### src/rtl/irq_ctx_pkg.sv
package irq_ctx_pkg;
    typedef enum logic [1:0] {
        ST_IDLE,
        ST_PUSH,
        ST_POP_RD,
        ST_POP_WB
    } seq_state_e;

    localparam int CTX_WORDS  = 5;
    localparam int IDX_W      = 3;
    // Push order; pop visits these in reverse
    localparam int SLOT_PC    = 0;
    localparam int SLOT_ACC   = 1;
    localparam int SLOT_IX    = 2;
    localparam int SLOT_FLAGS = 3;
    localparam int SLOT_LVL   = 4;

    localparam logic [1:0] SEL_ACC   = 2'd0;
    localparam logic [1:0] SEL_IX    = 2'd1;
    localparam logic [1:0] SEL_FLAGS = 2'd2;
endpackage

### src/rtl/irq_prio_pick.sv
module irq_prio_pick #(
    parameter int NUM_SRC = 4,
    parameter int LVL_W   = $clog2(NUM_SRC + 1)
) (
    input  logic [NUM_SRC-1:0] req,
    input  logic [LVL_W-1:0]   cur_lvl,
    output logic               hit,
    output logic [LVL_W-1:0]   win
);
    logic [NUM_SRC-1:0] elig;

    // A line is eligible only if it outranks the running level
    for (genvar i = 0; i < NUM_SRC; i++) begin : g_elig
        assign elig[i] = req[i] && (LVL_W'(i) < cur_lvl);
    end

    always_comb begin
        win = '0;
        for (int i = NUM_SRC - 1; i >= 0; i--) begin
            if (elig[i]) win = LVL_W'(i);
        end
    end

    assign hit = |elig;
endmodule

### src/rtl/irq_ctx_mux.sv
module irq_ctx_mux
    import irq_ctx_pkg::*;
#(
    parameter int DATA_W = 16,
    parameter int ADDR_W = 12,
    parameter int LVL_W  = 3
) (
    input  logic [IDX_W-1:0]  idx,
    input  logic [ADDR_W-1:0] pc_s,
    input  logic [DATA_W-1:0] acc_s,
    input  logic [DATA_W-1:0] ix_s,
    input  logic [DATA_W-1:0] fl_s,
    input  logic [LVL_W-1:0]  lvl_s,
    output logic [DATA_W-1:0] word
);
    logic [DATA_W-1:0] slots [CTX_WORDS];

    assign slots[SLOT_PC]    = DATA_W'(pc_s);
    assign slots[SLOT_ACC]   = acc_s;
    assign slots[SLOT_IX]    = ix_s;
    assign slots[SLOT_FLAGS] = fl_s;
    assign slots[SLOT_LVL]   = DATA_W'(lvl_s);

    always_comb begin
        word = '0;
        for (int i = 0; i < CTX_WORDS; i++) begin
            if (idx == IDX_W'(i)) word = slots[i];
        end
    end
endmodule

### src/rtl/irq_ctx_seq.sv
module irq_ctx_seq
    import irq_ctx_pkg::*;
#(
    parameter int                          NUM_SRC = 4,
    parameter int                          ADDR_W  = 12,
    parameter int                          DATA_W  = 16,
    parameter int                          SP_W    = 8,
    parameter logic [SP_W-1:0]             SP_INIT = 8'h80,
    parameter logic [NUM_SRC*ADDR_W-1:0]   VECTORS = {12'h300, 12'h200, 12'h180, 12'h100}
) (
    input  logic               clk,
    input  logic               rst_n,
    input  logic [NUM_SRC-1:0] irq_req,
    input  logic               instr_done,
    input  logic               ret_req,
    input  logic [ADDR_W-1:0]  pc_in,
    input  logic [DATA_W-1:0]  acc_in,
    input  logic [DATA_W-1:0]  ix_in,
    input  logic [DATA_W-1:0]  flags_in,
    output logic               stall,
    output logic [NUM_SRC-1:0] irq_ack,
    output logic               pc_load,
    output logic [ADDR_W-1:0]  pc_value,
    output logic               reg_wr,
    output logic [1:0]         reg_sel,
    output logic [DATA_W-1:0]  reg_data,
    output logic               mem_we,
    output logic               mem_re,
    output logic [SP_W-1:0]    mem_addr,
    output logic [DATA_W-1:0]  mem_wdata,
    input  logic [DATA_W-1:0]  mem_rdata
);
    localparam int              LVL_W    = $clog2(NUM_SRC + 1);
    localparam logic [LVL_W-1:0] LVL_NONE = LVL_W'(NUM_SRC);
    localparam logic [IDX_W-1:0] IDX_LAST = IDX_W'(CTX_WORDS - 1);

    typedef struct packed {
        seq_state_e         st;
        logic [IDX_W-1:0]   idx;
        logic [SP_W-1:0]    sp;
        logic [LVL_W-1:0]   lvl;
        logic [LVL_W-1:0]   win;
        logic [ADDR_W-1:0]  pc_s;
        logic [DATA_W-1:0]  acc_s;
        logic [DATA_W-1:0]  ix_s;
        logic [DATA_W-1:0]  fl_s;
        logic [LVL_W-1:0]   lvl_s;
        logic [NUM_SRC-1:0] ack;
        logic               pcl;
        logic [ADDR_W-1:0]  pcv;
        logic               rw;
        logic [1:0]         rsel;
        logic [DATA_W-1:0]  rdat;
    } seq_t;

    seq_t s_d, s_q;

    logic             pick_hit;
    logic [LVL_W-1:0] pick_win;
    logic [DATA_W-1:0] push_word;
    logic             active;

    irq_prio_pick #(.NUM_SRC(NUM_SRC), .LVL_W(LVL_W)) u_pick (
        .req     (irq_req),
        .cur_lvl (s_q.lvl),
        .hit     (pick_hit),
        .win     (pick_win)
    );

    irq_ctx_mux #(.DATA_W(DATA_W), .ADDR_W(ADDR_W), .LVL_W(LVL_W)) u_mux (
        .idx   (s_q.idx),
        .pc_s  (s_q.pc_s),
        .acc_s (s_q.acc_s),
        .ix_s  (s_q.ix_s),
        .fl_s  (s_q.fl_s),
        .lvl_s (s_q.lvl_s),
        .word  (push_word)
    );

    assign active = (s_q.lvl != LVL_NONE);

    always_comb begin
        s_d      = s_q;
        s_d.ack  = '0;
        s_d.pcl  = 1'b0;
        s_d.rw   = 1'b0;
        unique case (s_q.st)
            ST_IDLE: begin
                if (instr_done) begin
                    if (ret_req && active) begin
                        // return outranks any request at the same boundary
                        s_d.st  = ST_POP_RD;
                        s_d.idx = '0;
                    end else if (pick_hit) begin
                        s_d.st    = ST_PUSH;
                        s_d.idx   = '0;
                        s_d.pc_s  = pc_in;
                        s_d.acc_s = acc_in;
                        s_d.ix_s  = ix_in;
                        s_d.fl_s  = flags_in;
                        s_d.lvl_s = s_q.lvl;
                        s_d.lvl   = pick_win;
                        s_d.win   = pick_win;
                        s_d.ack   = NUM_SRC'(1) << pick_win;
                    end
                end
            end
            ST_PUSH: begin
                s_d.sp = s_q.sp - 1'b1;
                if (s_q.idx == IDX_LAST) begin
                    s_d.st  = ST_IDLE;
                    s_d.pcl = 1'b1;
                    s_d.pcv = VECTORS[s_q.win*ADDR_W +: ADDR_W];
                end else begin
                    s_d.idx = s_q.idx + 1'b1;
                end
            end
            ST_POP_RD: begin
                s_d.st = ST_POP_WB;
            end
            ST_POP_WB: begin
                s_d.sp = s_q.sp + 1'b1;
                unique case (s_q.idx)
                    3'd0: s_d.lvl = mem_rdata[LVL_W-1:0];
                    3'd1: begin s_d.rw = 1'b1; s_d.rsel = SEL_FLAGS; s_d.rdat = mem_rdata; end
                    3'd2: begin s_d.rw = 1'b1; s_d.rsel = SEL_IX;    s_d.rdat = mem_rdata; end
                    3'd3: begin s_d.rw = 1'b1; s_d.rsel = SEL_ACC;   s_d.rdat = mem_rdata; end
                    default: begin s_d.pcl = 1'b1; s_d.pcv = mem_rdata[ADDR_W-1:0]; end
                endcase
                if (s_q.idx == IDX_LAST) begin
                    s_d.st = ST_IDLE;
                end else begin
                    s_d.st  = ST_POP_RD;
                    s_d.idx = s_q.idx + 1'b1;
                end
            end
            default: s_d.st = ST_IDLE;
        endcase
    end

    always_ff @(posedge clk) begin
        if (!rst_n) begin
            s_q     <= '0;
            s_q.sp  <= SP_INIT;
            s_q.lvl <= LVL_NONE;
        end else begin
            s_q <= s_d;
        end
    end

    assign stall     = (s_q.st != ST_IDLE);
    assign irq_ack   = s_q.ack;
    assign pc_load   = s_q.pcl;
    assign pc_value  = s_q.pcv;
    assign reg_wr    = s_q.rw;
    assign reg_sel   = s_q.rsel;
    assign reg_data  = s_q.rdat;
    assign mem_we    = (s_q.st == ST_PUSH);
    assign mem_re    = (s_q.st == ST_POP_RD);
    assign mem_addr  = (s_q.st == ST_PUSH) ? (s_q.sp - 1'b1) : s_q.sp;
    assign mem_wdata = push_word;
endmodule

### config.mk
export PLATFORM = sky130hd
export DESIGN_NAME = irq_ctx_seq
export DESIGN_NICKNAME = d
export VERILOG_FILES = /design/src/rtl/irq_ctx_pkg.sv /design/src/rtl/irq_prio_pick.sv /design/src/rtl/irq_ctx_mux.sv /design/src/rtl/irq_ctx_seq.sv
export SDC_FILE = /design/constraint.sdc
export NUM_CORES = 1
export LEC_CHECK = 0
export BUFFER_PORTS_ARGS = -buffer_cell sky130_fd_sc_hd__buf_2
export CAP_MARGIN = 20
export CORE_ASPECT_RATIO = 1.5
export CORE_UTILIZATION = 23
export DETAILED_ROUTE_END_ITERATION = 16
export PLACE_DENSITY_LB_ADDON = 0.08
export SETUP_SLACK_MARGIN = 0.1
export SLEW_MARGIN = 40
export SYNTH_ARGS = -nofsm -noshare
export SYNTH_HDL_FRONTEND = slang
export SYNTH_SLANG_ARGS = --single-unit
### constraint.sdc
create_clock -name clk -period 4.2 [get_ports clk]
set_input_delay 0.42 -clock clk [delete_from_list [all_inputs] [get_ports clk]]
set_output_delay 0.42 -clock clk [all_outputs]
set_load 0.01 [all_outputs]
==> impl_metrics.ini <==
[critical_path]
required_ns = 3.78
start_kind = flop
path_class = flop to primary output
crit_chain = inv_1 > ha_1 > buf_6 > inv_1 > nand2_1 > o21ai_0 > buf_2
critical_path_buf_inv_count = 4
cp.arrival_ns = 2.92
cp_max_fo = 15
slowest_delay_ns = 0.72
cpLargestDelayFamily = buffers and inverters
crit_top_cell = inv_1
crit_path_end_kind = primary output
crit_slowest_cell = dfxtp_1

[logic_synthesis]
synth_common_cells = 117 x dfxtp_1, 101 x a21oi_1, 83 x o21ai_0, 74 x nand3_1, 47 x nor2_1
synth_top_area_share_pct = 41.0
synth.avg_cell_area_um2 = 7.90
yosysMostFrequentCell = dfxtp_1
synth.distinct_cells = 56
postSynthCellCount = 723
synth_edf_count = 0
synth-seq-cells = 117
synth_flop_cell = dfxtp_1
synth_largest_area_cell = dfxtp_1
synth_area_leaders = dfxtp_1 41%, a21oi_1 8.8%, o21ai_0 7.3%
ys_seq_area_share_pct = 41.0
syn_area_um2 = 5710
async_flop_share_pct = 0
syn_nets = 814
yosys_warnings = 0

[floorplanning]
die_area_um2 = 25500
start_util_pct = 23.5
fp.dieH_um = 195
core_area_um2 = 24300
rows = 70
die_w_um = 131
pin_count = 147

[cts]
root_buffer = clkbuf_16
clockBufferDepth = 2
post_cts_buffers = 0
insertion_delay_ns = 0.41
cts_tree = done
h-tree-depth = 4
cts_hold_buf = 0
cts-resized-gates = 0
clkTransAtPathRegs_ns = 0.06
clock_sinks = 117
numCtsBuffers = 17

[outcome]
status = finished clean

[placed_design]
port_buffers = 146
hpwl_um = 14500
place_congestion = 0.742
dpl_cell_area_um2 = 6450

[global_route]
grt_usage_pct = 16.7
grt_pass1_vias = 5653
met3_usage_pct = 3.29
overflow = 0
grt_max_degree = 69
grt_pass1_wl_um = 31900
use_met2_pct = 30.4
busiest_layer = met2
antenna_found_initial = 0
met1_usage_pct = 19.2

[finish]
post-route-util_pct = 29.0
finalInstanceArea_um2 = 7070
n_antenna_cell = 0
nNetsFinal = 893
syn2layout_area_growth_pct = 23.7
drive_gt1_share_pct = 25.0

[drt]
vias_per_cell = 4.87
drc = 0
drt_iter0_markers = 267
ant_nets = 0
drt_wl_total_um = 20500
vias = 5547
avgRoutedWirePerCell_um = 18.0
first_pass_iters = 5

[sta]
fmax_mhz = 299
final_max_slew_viol_count = 0
rsz0062_at_grt = no
holdWs_ns = 0.251
setup_tns_ns = 0
worst_slew_pin_slew_ns = 0.752
slew_headroom_pct = 49.8
skew_ns = 0.00869
period_needed_ns = 3.34
finalSetupViolCount = 0
period_share_pct = 79.5
hold_viol = 0

[power]
p_leak_nw = 2.73
power_w = 0.00480
irDropWorstVdd_mv = 0.342
p_per_area_nw_per_um2 = 679

[flow_run]
max_cap_viol_count = 0

[hold_path]
hold_path.class = input pin to flop
## where the power goes
| part | switching [W] | internal [W] | total [W] |
|---|---|---|---|
| Sequential | 0.000230 | 0.00133 | 0.00155 |
| Combinational | 0.00107 | 0.000664 | 0.00174 |
| Clock | 0.000570 | 0.000936 | 0.00151 |
| Total | 0.00187 | 0.00293 | 0.00480 |
## metal layers
metal  share of wire, %  vias to the layer above
li1                   -                     2714
met2                 54                      143
met4                1.6                        0
met3                3.8                       21
met1                 40                     2669
met5                  0                        -
## worst min-delay path: stages
cell	delay, ns
buf_2	0.08
a22oi_1	0.06
nor2_1	0.08
## cell type report
type / count / area, µm²
inverters: 14 / 53.8
well taps: 324 / 405
flip-flops and latches: 117 / 2340
repair buffers: 162 / 882
clock inverters: 15 / 179
multi-input cells: 490 / 2780
clock buffers: 17 / 425
fillers: 2765 / 17300
## sequential cells by signal (all words and copies together) (netlist names)
name,cells
s_q,81
pc_load,1
reg_sel,2
reg_wr,1
irq_ack,4
reg_data,16
pc_value,12
## placed cells by master, fill, tap and decap left out, drive strengths merged, types with 5 or more instances in the layout
| cell type | Yosys | routed |
|---|---|---|
| dfxtp | 117 | 117 |
| xor2 | 6 | 6 |
| a31oi | 5 | 5 |
| nor3 | 8 | 8 |
| o211ai | 12 | 12 |
| nand3b | 14 | 14 |
| a21oi | 101 | 101 |
| ha | 7 | 7 |
| a22oi | 24 | 24 |
| nand3 | 74 | 74 |
| clkinv | 1 | 7 |
| buf | 56 | 162 |
| clkbuf | 46 | 17 |
| nor2 | 47 | 47 |
| o21ai | 87 | 87 |
| xnor2 | 6 | 6 |
| nand4 | 9 | 9 |
| inv | 13 | 15 |
| nand2 | 39 | 39 |
## cells by family after synthesis
group,share of synthesized area [%]
flip-flops,41.0
adder cells (fa/ha/maj),1.53
multiplexers,0.350
buffers and inverters,10.5
AO/OA/AOI/OAI,25.8
XOR/XNOR,1.84
AND/OR/NAND/NOR,18.9
## stage by stage
step,cells,setup slack [ns]
2_1_floorplan,723,1.89
3_3_place_gp,1104,1.23
3_5_place_dp,1106,1.13
4_1_cts,1138,0.670
5_1_grt,1139,0.592
6_report,1139,0.861
## path summary, 6_finish.rpt
| path | cells past startpoint | slack [ns] | startpoint | endpoint |
|---|---|---|---|---|
| worst max register to register | 8 | 1.64 | s_q[115] | reg_data[15] |
| worst max-delay path | 7 | 0.86 | s_q[115] | mem_wdata[9] |
| worst min-delay path | 3 | 0.25 | mem_rdata[13] | reg_data[13] |
| worst min register to register | 2 | 0.46 | pc_value[0] | pc_value[0] |
No activity file was read; power rests on OpenSTA's default activity.
